--- src/rtl/bmh_pkg.sv ---
package bmh_pkg;

    typedef enum logic [1:0] {
        PH_IDLE  = 2'd0,
        PH_WRITE = 2'd1,
        PH_RREQ  = 2'd2,
        PH_RRESP = 2'd3
    } phase_e;

endpackage

--- src/rtl/bmh_beat_counter.sv ---
module bmh_beat_counter #(
    parameter int W = 8
) (
    input  logic         clk,
    input  logic         rst_n,
    input  logic         load,
    input  logic [W-1:0] load_val,
    input  logic         dec,
    output logic [W-1:0] remain,
    output logic         at_last
);

    logic [W-1:0] cnt_d, cnt_q;

    always_comb begin
        cnt_d = cnt_q;
        if (load) begin
            cnt_d = load_val;
        end else if (dec) begin
            cnt_d = cnt_q - W'(1);
        end
    end

    always_ff @(posedge clk or negedge rst_n) begin
        if (!rst_n) begin
            cnt_q <= '0;
        end else begin
            cnt_q <= cnt_d;
        end
    end

    assign remain  = cnt_q;
    assign at_last = (cnt_q == W'(1));

    // a beat is only ever counted while some remain
    a_r3_no_underflow: assert property (@(posedge clk) disable iff (!rst_n)
        dec |-> (cnt_q != '0));

endmodule

--- src/rtl/bmh_resp_capture.sv ---
module bmh_resp_capture #(
    parameter int DW = 32
) (
    input  logic          clk,
    input  logic          rst_n,
    input  logic          take,
    input  logic [DW-1:0] word_in,
    output logic [DW-1:0] word_out,
    output logic          valid_out
);

    logic [DW-1:0] word_d, word_q;
    logic          vld_d, vld_q;

    always_comb begin
        vld_d  = take;
        word_d = take ? word_in : word_q;
    end

    always_ff @(posedge clk or negedge rst_n) begin
        if (!rst_n) begin
            word_q <= '0;
            vld_q  <= 1'b0;
        end else begin
            word_q <= word_d;
            vld_q  <= vld_d;
        end
    end

    assign word_out  = word_q;
    assign valid_out = vld_q;

endmodule

--- src/rtl/burst_host.sv ---
module burst_host
    import bmh_pkg::*;
#(
    parameter int  DATA_W = 32,
    parameter int  ADDR_W = 32,
    parameter int  CNT_W  = 8,
    localparam int BE_W   = DATA_W / 8
) (
    input  logic              clk,
    input  logic              rst_n,
    input  logic              go,
    input  logic [ADDR_W-1:0] go_addr,
    input  logic [CNT_W-1:0]  go_len,
    input  logic              go_write,
    input  logic [BE_W-1:0]   go_mask,
    output logic              busy,
    output logic              done,
    input  logic [DATA_W-1:0] src_data,
    output logic              src_pop,
    output logic [DATA_W-1:0] rd_data,
    output logic              rd_valid,
    output logic [ADDR_W-1:0] av_address,
    output logic              av_read,
    output logic              av_write,
    output logic [DATA_W-1:0] av_writedata,
    output logic [CNT_W-1:0]  av_burstcount,
    output logic [BE_W-1:0]   av_byteenable,
    input  logic              av_waitrequest,
    input  logic [DATA_W-1:0] av_readdata,
    input  logic              av_readdatavalid
);

    typedef struct packed {
        phase_e            phase;
        logic [ADDR_W-1:0] addr;
        logic [CNT_W-1:0]  burst;
        logic [BE_W-1:0]   mask;
        logic [DATA_W-1:0] wdata;
        logic              done;
    } regs_t;

    regs_t            q, d;
    logic             ctr_load, ctr_dec, ctr_last, resp_take;
    logic [CNT_W-1:0] ctr_remain;

    always_comb begin
        d        = q;
        d.done   = 1'b0;
        ctr_load = 1'b0;
        ctr_dec  = 1'b0;
        src_pop  = 1'b0;
        unique case (q.phase)
            PH_IDLE: begin
                if (go) begin
                    if (go_len == '0) begin
                        d.done = 1'b1;
                    end else begin
                        d.addr   = go_addr;
                        d.burst  = go_len;
                        d.mask   = go_mask;
                        ctr_load = 1'b1;
                        if (go_write) begin
                            d.phase = PH_WRITE;
                            d.wdata = src_data;
                            src_pop = 1'b1;
                        end else begin
                            d.phase = PH_RREQ;
                        end
                    end
                end
            end
            PH_WRITE: begin
                if (!av_waitrequest) begin
                    ctr_dec = 1'b1;
                    if (ctr_last) begin
                        d.phase = PH_IDLE;
                        d.done  = 1'b1;
                    end else begin
                        d.wdata = src_data;
                        src_pop = 1'b1;
                    end
                end
            end
            PH_RREQ: begin
                if (!av_waitrequest) begin
                    d.phase = PH_RRESP;
                end
            end
            PH_RRESP: begin
                if (av_readdatavalid) begin
                    ctr_dec = 1'b1;
                    if (ctr_last) begin
                        d.phase = PH_IDLE;
                        d.done  = 1'b1;
                    end
                end
            end
            default: d.phase = PH_IDLE;
        endcase
    end

    always_ff @(posedge clk or negedge rst_n) begin
        if (!rst_n) begin
            q <= '0;
        end else begin
            q <= d;
        end
    end

    bmh_beat_counter #(.W(CNT_W)) u_beats (
        .clk      (clk),
        .rst_n    (rst_n),
        .load     (ctr_load),
        .load_val (go_len),
        .dec      (ctr_dec),
        .remain   (ctr_remain),
        .at_last  (ctr_last)
    );

    assign resp_take = (q.phase == PH_RRESP) && av_readdatavalid;

    bmh_resp_capture #(.DW(DATA_W)) u_capture (
        .clk       (clk),
        .rst_n     (rst_n),
        .take      (resp_take),
        .word_in   (av_readdata),
        .word_out  (rd_data),
        .valid_out (rd_valid)
    );

    assign busy          = (q.phase != PH_IDLE);
    assign done          = q.done;
    assign av_address    = q.addr;
    assign av_write      = (q.phase == PH_WRITE);
    assign av_read       = (q.phase == PH_RREQ);
    assign av_writedata  = q.wdata;
    assign av_burstcount = q.burst;
    assign av_byteenable = q.mask;

    // a stalled write keeps every request field
    a_r2_hold_write: assert property (@(posedge clk) disable iff (!rst_n)
        (av_write && av_waitrequest) |=> (av_write && $stable(av_address)
        && $stable(av_writedata) && $stable(av_burstcount) && $stable(av_byteenable)));

    // a stalled read keeps every request field
    a_r2_hold_read: assert property (@(posedge clk) disable iff (!rst_n)
        (av_read && av_waitrequest) |=> (av_read && $stable(av_address)
        && $stable(av_burstcount) && $stable(av_byteenable)));

    // address and count stay fixed across the beats of a write burst
    a_r4_addr_const: assert property (@(posedge clk) disable iff (!rst_n)
        (av_write && $past(av_write)) |-> ($stable(av_address) && $stable(av_burstcount)));

    // read drops right after it is accepted
    a_r5_read_drop: assert property (@(posedge clk) disable iff (!rst_n)
        (av_read && !av_waitrequest) |=> !av_read);

    // never both commands, never an empty burst
    a_r10_exclusive: assert property (@(posedge clk) disable iff (!rst_n)
        !(av_read && av_write) && (!(av_read || av_write) || (av_burstcount != '0)));

    // returned words leave only while a read is in progress
    a_r11_no_stray: assert property (@(posedge clk) disable iff (!rst_n)
        rd_valid |-> ($past(busy) && !$past(go && !busy)));

endmodule

--- config.mk ---
export PLATFORM = sky130hd
export DESIGN_NAME = burst_host
export DESIGN_NICKNAME = d
export VERILOG_FILES = /design/src/rtl/bmh_pkg.sv /design/src/rtl/bmh_beat_counter.sv /design/src/rtl/bmh_resp_capture.sv /design/src/rtl/burst_host.sv
export SDC_FILE = /design/constraint.sdc
export NUM_CORES = 1
export LEC_CHECK = 0
export CORE_MARGIN = 2
export CORE_UTILIZATION = 44
export CTS_BUF_LIST = sky130_fd_sc_hd__clkbuf_8 sky130_fd_sc_hd__clkbuf_16
export CTS_CLUSTER_DIAMETER = 40
export DETAILED_ROUTE_END_ITERATION = 8
export PLACE_DENSITY = 0.81
export SETUP_SLACK_MARGIN = 0.15
export SLEW_MARGIN = 40
export SYNTH_ARGS = -nofsm -noshare
export SYNTH_HDL_FRONTEND = slang
export SYNTH_SLANG_ARGS = --single-unit
--- constraint.sdc ---
create_clock -name clk -period 2 [get_ports clk]
set_clock_uncertainty 0.05 [all_clocks]
set_input_delay 0.2 -clock clk [delete_from_list [all_inputs] [get_ports clk]]
set_output_delay 0.2 -clock clk [all_outputs]
set_load 0.005 [all_outputs]
==> impl_metrics.json, run 1 <==
{
  "status": "complete, no violations",
  "pin_count": 228,
  "die_h_um": 117.5,
  "portBuffers": 227,
  "p_int_uw": 9444,
  "cts_buffer_depth": 2,
  "reg2reg_to": "av_address[9]$_DFFE_PN0P_",
  "vdd_drop_max_mv": 0.8303,
  "power.density_nw_per_um2": 1497,
  "vias_per_cell": 4.888,
  "timing.rr.start": "q[77]$_DFFE_PN0P_",
  "cts.sinks": 120,
  "yosysUniqueCellTypes": 43,
  "ys_ff_latch": 120,
  "die_x_um": 117.5,
  "synthArstFlopShare_pct": 100.0,
  "synthCells": 464,
  "seqPwrFrac_pct": 32.7,
  "cp-startpoint": "u_beats.remain[1]$_DFFE_PN0P_",
  "cap_violations": 0,
  "required_ps": 1750,
  "wl_met3_um": 932,
  "dp_hpwl_um": 10030,
  "hold_viol_final": 0,
  "worstPathCellList": "inv_2 > ha_4 > nor4b_4 > nand2_2 > a32oi_4 > inv_1 > buf_2",
  "finalWirelength_um": 15400,
  "pwr-share-comb_pct": 46.3,
  "initial_utilization_pct": 44.91,
  "dp_worst_setup_slack_ps": -290.3,
  "syn_area_per_cell_um2": 12.22,
  "drive_gt1_share_pct": 26.69,
  "critPathSlowestCell": "dfrtp_1",
  "synth_top_area_cell": "dfrtp_1",
  "crit_buf_inv": 3,
  "fin_nets": 787,
  "switching_share_pct": 29.09,
  "grt_pass1_wl_um": 22480,
  "antenna_found_initial": 1,
  "synth-seq-area-share_pct": 52.98,
  "worstPathArrival_ps": 1720,
  "top_layer": "met4",
  "fill_cells": 888,
  "antenna_left": 0,
  "h-tree-depth": 4,
  "first_pass_iters": 4,
  "wl_met1_um": 6155,
  "area_growth_pct": 57.00,
  "route.detailed.drc": 0,
  "globalRouteOverflowTotal": 0,
  "drt-initial-drc-count": 204,
  "fmax_mhz": 506.5,
  "yosysTopAreaCellShare_pct": 52.98,
  "worstHoldPathType": "in2async",
  "grt_max_degree": 42,
  "grt_pass1_vias": 4480,
  "slew_viol_final": 0,
  "root_buffer": "clkbuf_16",
  "synth_area_um2": 5668,
  "crit_path_max_fanout": 2,
  "synth_nets": 580,
  "critPathTopFamily": "flip-flops",
  "max_slew_margin_pct": 61.72,
  "crit_end": "src_pop",
  "place_congestion": 0.7559,
  "finalWorstSetupSlack_ps": 25.83,
  "p_switching_uw": 3874,
  "end_kind": "output port",
  "ys_top_cells_by_count": "dfrtp_1 (120), buf_4 (79), mux2_2 (72)",
  "worstMarginPinSlew_ps": 574.2,
  "reg2reg_slack_ps": 90,
  "post-route-min-period_ps": 1974,
  "routed-wl-met2_um": 7909,
  "reg2regPathDepth": 5,
  "fp.dieArea_um2": 13810,
  "track_usage_pct": 20.63,
  "cts_buffers": 17,
  "synth_edf_count": 0,
  "worstSkewPairLatency_ps": 410,
  "cp.depth": 7,
  "num_rows": 41,
  "cts_tree": "yes",
  "yosys-top-cells-area": "dfrtp_1 (53%), mux2_2 (14%), buf_4 (10%), mux2i_1 (5.7%), o21ai_0 (3.1%)",
  "rsz0062_at_grt": "true",
  "yosysWarnings": 0,
  "wire_per_inst_um": 18.01,
  "clkPwrFrac_pct": 20.9,
  "core-area_um2": 12620,
  "critical_path_class": "reg2out",
  "critical_path.startpoint_type": "flop",
  "setup_viol": 0,
  "crit_path_max_incr_delay_ps": 380,
  "leakage_uw": 0.004010,
  "vias": 4179,
  "synth_flop_cell": "dfrtp_1",
  "path_clk_slew_ps": 50,
  "p_total_uw": 13320,
  "synth.most_common_cell": "dfrtp_1",
  "post-route-period-util_pct": 98.71
}
## cells in the final DEF, fill, tap and decap left out, types with 7 or more instances in the layout
| cell type | n |
|---|---|
| o21ai_0 | 35 |
| buf_12 | 7 |
| mux2_2 | 36 |
| inv_1 | 40 |
| clkbuf_8 | 7 |
| clkdlybuf4s50_1 | 222 |
| mux2_4 | 36 |
| buf_4 | 35 |
| dfrtp_1 | 119 |
| clkbuf_16 | 24 |
| nand2_1 | 14 |
| mux2i_1 | 32 |
## state kept, by name, summed over array words and instances (netlist names)
signal and cells:
av_writedata 32, u_capture.word_out 32, av_byteenable 4, u_beats.remain 8, u_capture.valid_out 1, av_burstcount 8
av_address 32, q 2, done 1
## metal layers
metal  track usage [%]  vias up
met2             35.53      168
li1                  -     1909
met3             6.153       30
met1             23.71     2072
met4             9.337        0
met5                 0        -
## power groups by stage
stage                     sequential (uW)  clock [uW]  combinational (uW)
after detailed placement             4320           0                5470
final                                4360        2790                6170
after floorplan                      4190           0                3290
after global routing                 4490        2930                6570
after global placement               4240           0                5310
after CTS                            4330        2820                5590
## logic make-up after synthesis
| kind of cell | after synthesis | synth area share [%] |
|---|---|---|
| buffers and inverters | 134 | 15.10 |
| and+or+nand+nor | 42 | 4.415 |
| muxes | 104 | 19.96 |
| AOI/OAI and AO/OA | 62 | 7.108 |
| DFF | 120 | 52.98 |
| adders and majority gates | 2 | 0.4414 |
## area by class of cell
class | instances | area (um2) | area share [%]
diodes | 1 | 2.502 | 0.02812
clock inverters | 6 | 25.02 | 0.2812
multi-input cells | 210 | 2039 | 22.92
well taps | 172 | 215.2 | 2.418
repair buffers | 283 | 2944 | 33.08
flip-flops and latches | 120 | 3004 | 33.76
clock buffers | 24 | 521.8 | 5.863
inverters | 39 | 146.4 | 1.645
## timing repair
action	in CTS	in global routing
resized for setup	21	52
buffers inserted	4	9
pin swaps	2	4
endpoints found under the setup margin	66	72
gates cloned	1	8
endpoints found under the hold margin	39	0
hold buffers	1	0
## how the worst min path moves through the flow
stage / end / depth (start not counted) / slack, ps
finish: av_address[14]$_DFFE_PN0P_ / 2 / 270
global route: av_writedata[21]$_DFFE_PN0P_ / 3 / 310
CTS: av_address[14]$_DFFE_PN0P_ / 2 / 290
detailed placement: av_address[14]$_DFFE_PN0P_ / 1 / 180
global placement: av_address[14]$_DFFE_PN0P_ / 1 / 180
floorplan: av_address[0]$_DFFE_PN0P_ / 0 / -150
## metrics by stage
step	cell area, um2	util, %	std cells	setup TNS, ps	hold WS, ps
final	8899	70.51	855	0	273.4
after global routing	8899	70.51	855	-42.81	311.5
after CTS	8442	66.89	837	0	285.2
after detailed placement	7779	61.64	801	-11970	183.9
after global placement	7779	61.64	801	-9259	175.9
after floorplan	5675	-	464	0	-145.6
Note: power is estimated with default switching activity, not from simulation.
==> run 2: changes to the inputs <==
--- a/config.mk
+++ b/config.mk
@@ -16,3 +16,4 @@
 export SYNTH_ARGS = -nofsm -noshare
 export SYNTH_HDL_FRONTEND = slang
 export SYNTH_SLANG_ARGS = --single-unit
+export TNS_END_PERCENT = 5
==> run 2 against run 1 <==
Net effect: critical path type unchanged; clock power barely moved; count of clock-buffer cells in the layout stayed put; final area decreased by 3.1%; sequential cell count stayed put; via count fell by 2.2%; sequential share of layout area up 1.1 points; wire length fell by 7.7%; largest cell class unchanged; sequential power about the same; critical path depth is the same; combinational power is 4.4% lower; first-iteration DRC count decreased by 25%; worst hold slack hardly changed.
==> impl_metrics.json, run 2 (same netlist as run 1, synthesis figures left out) <==
{
  "hold_viol_final": 0,
  "h-tree-depth": 4,
  "fmax_mhz": 508.0,
  "final_common_cell": "clkdlybuf4s50_1",
  "initial_utilization_pct": 44.91,
  "crit_path_max_incr_delay_ps": 380,
  "root_buffer": "clkbuf_16",
  "vias": 4089,
  "path_clk_slew_ps": 50,
  "portBuffers": 227,
  "end_kind": "output port",
  "fin_nets": 772,
  "crit_buf_inv": 3,
  "vdd_drop_max_mv": 0.8275,
  "layout_common_cells": "clkdlybuf4s50_1 (222), dfrtp_1 (119), inv_1 (41), mux2_2 (40), o21ai_0 (35)",
  "post-route-period-util_pct": 98.42,
  "finalWirelength_um": 14220,
  "grt_max_degree": 42,
  "antenna_found_initial": 1,
  "die_x_um": 117.5,
  "track_usage_pct": 20.17,
  "wire_per_inst_um": 16.93,
  "post-route-min-period_ps": 1968,
  "drt-initial-drc-count": 153,
  "core-area_um2": 12620,
  "cts_buffer_depth": 2,
  "critPathSlowestCell": "dfrtp_1",
  "grt_pass1_vias": 4414,
  "max_slew_margin_pct": 61.61,
  "fin_area_um2": 8626,
  "critical_path.startpoint_type": "flop",
  "drive_gt1_share_pct": 24.89,
  "rsz0062_at_grt": "true",
  "slew_viol_final": 0,
  "setup_viol": 0,
  "critPathTopFamily": "flip-flops",
  "required_ps": 1750,
  "area_growth_pct": 52.19,
  "first_pass_iters": 4,
  "worstMarginPinSlew_ps": 575.8,
  "antenna_left": 0,
  "globalRouteOverflowTotal": 0,
  "status": "complete, no violations",
  "crit_path_max_fanout": 2,
  "leakage_uw": 0.003891,
  "placed_cells": 801,
  "worstPathCellList": "inv_2 > ha_4 > nor4b_4 > nand2_2 > a32oi_4 > inv_1 > buf_2",
  "place_congestion": 0.7559,
  "num_rows": 41,
  "pin_count": 228,
  "fill_cells": 948,
  "cts.sinks": 120,
  "place_area_um2": 7779,
  "critical_path_class": "reg2out",
  "vias_per_cell": 4.868,
  "fin_cells": 840,
  "fp.dieArea_um2": 13810,
  "cts_tree": "yes",
  "grt_pass1_wl_um": 22140,
  "worstPathArrival_ps": 1720,
  "die_h_um": 117.5,
  "worstHoldPathType": "in2async",
  "cap_violations": 0,
  "power.density_nw_per_um2": 1507,
  "worstSkewPairLatency_ps": 410,
  "dp_hpwl_um": 10030,
  "cts_buffers": 17,
  "route.detailed.drc": 0
}
==> run 2: power breakdown <==
group          internal, uW  leakage, uW  switching, uW
registers              3630      0.00147            706
logic                  3870      0.00213           2040
clock network          1770     0.000289            984
total                  9270      0.00389           3730
==> run 2: worst paths after layout <==
check                           slack, ps  depth (start not counted)                           from                      endpoint
worst max-delay path                   30                          7  u_beats.remain[1]$_DFFE_PN0P_                       src_pop
worst min-delay path                  270                          2                          rst_n    av_address[14]$_DFFE_PN0P_
worst max register to register         90                          4              q[77]$_DFFE_PN0P_    av_address[14]$_DFFE_PN0P_
worst min register to register        440                          1   av_burstcount[4]$_DFFE_PN0P_  av_burstcount[4]$_DFFE_PN0P_
max in group asynchronous             980                          3                          rst_n  av_writedata[24]$_DFFE_PN0P_
min in group clk                      310                          3                   src_data[23]  av_writedata[23]$_DFFE_PN0P_
==> run 2: layout make-up <==
class | instances | area, um2 | share of cell area (%)
Timing Repair Buffer | 268 | 2696 | 31.26
Multi-Input combinational cell | 210 | 2014 | 23.35
Inverter | 39 | 146.4 | 1.697
Clock inverter | 6 | 25.02 | 0.2901
Clock buffer | 24 | 521.8 | 6.049
Tap cell | 172 | 215.2 | 2.495
Sequential cell | 120 | 3004 | 34.83
Antenna cell | 1 | 2.502 | 0.02901
==> run 2: routing by layer <==
metal	vias to the layer above	GRT usage [%]	share of wire, %	routed length, um
met4	0	9.413	2.4	342
met2	148	34.36	51	7253
met1	2030	23.40	41	5763
met3	25	6.008	6.0	858
met5	-	0	0	0
li1	1886	-	-	-
==> run 2: repair_timing <==
action / 4_1_cts / 5_1_grt
cloned: 0 / 2
hold buffers: 1 / 0
pin swaps: 1 / 3
setup buffers: 2 / 3
hold endpoints to repair: 39 / 0
endpoints found under the setup margin: 66 / 74
gates resized for setup: 15 / 45
==> run 2: per-stage QoR <==
| stage | total power (uW) | setup TNS [ps] | utilization (%) | setup slack (ps) | hold WS, ps |
|---|---|---|---|---|---|
| after global routing | 13700 | -63.89 | 68.35 | -51.45 | 311.5 |
| after detailed placement | 9791 | -11970 | 61.64 | -290.3 | 183.9 |
| after global placement | 9544 | -9259 | 61.64 | -201.7 | 175.9 |
| final | 13000 | 0 | 68.35 | 31.54 | 273.1 |
| after floorplan | 7484 | 0 | - | 190.6 | -145.6 |
| after CTS | 12700 | 0 | 66.46 | 56.86 | 285.3 |
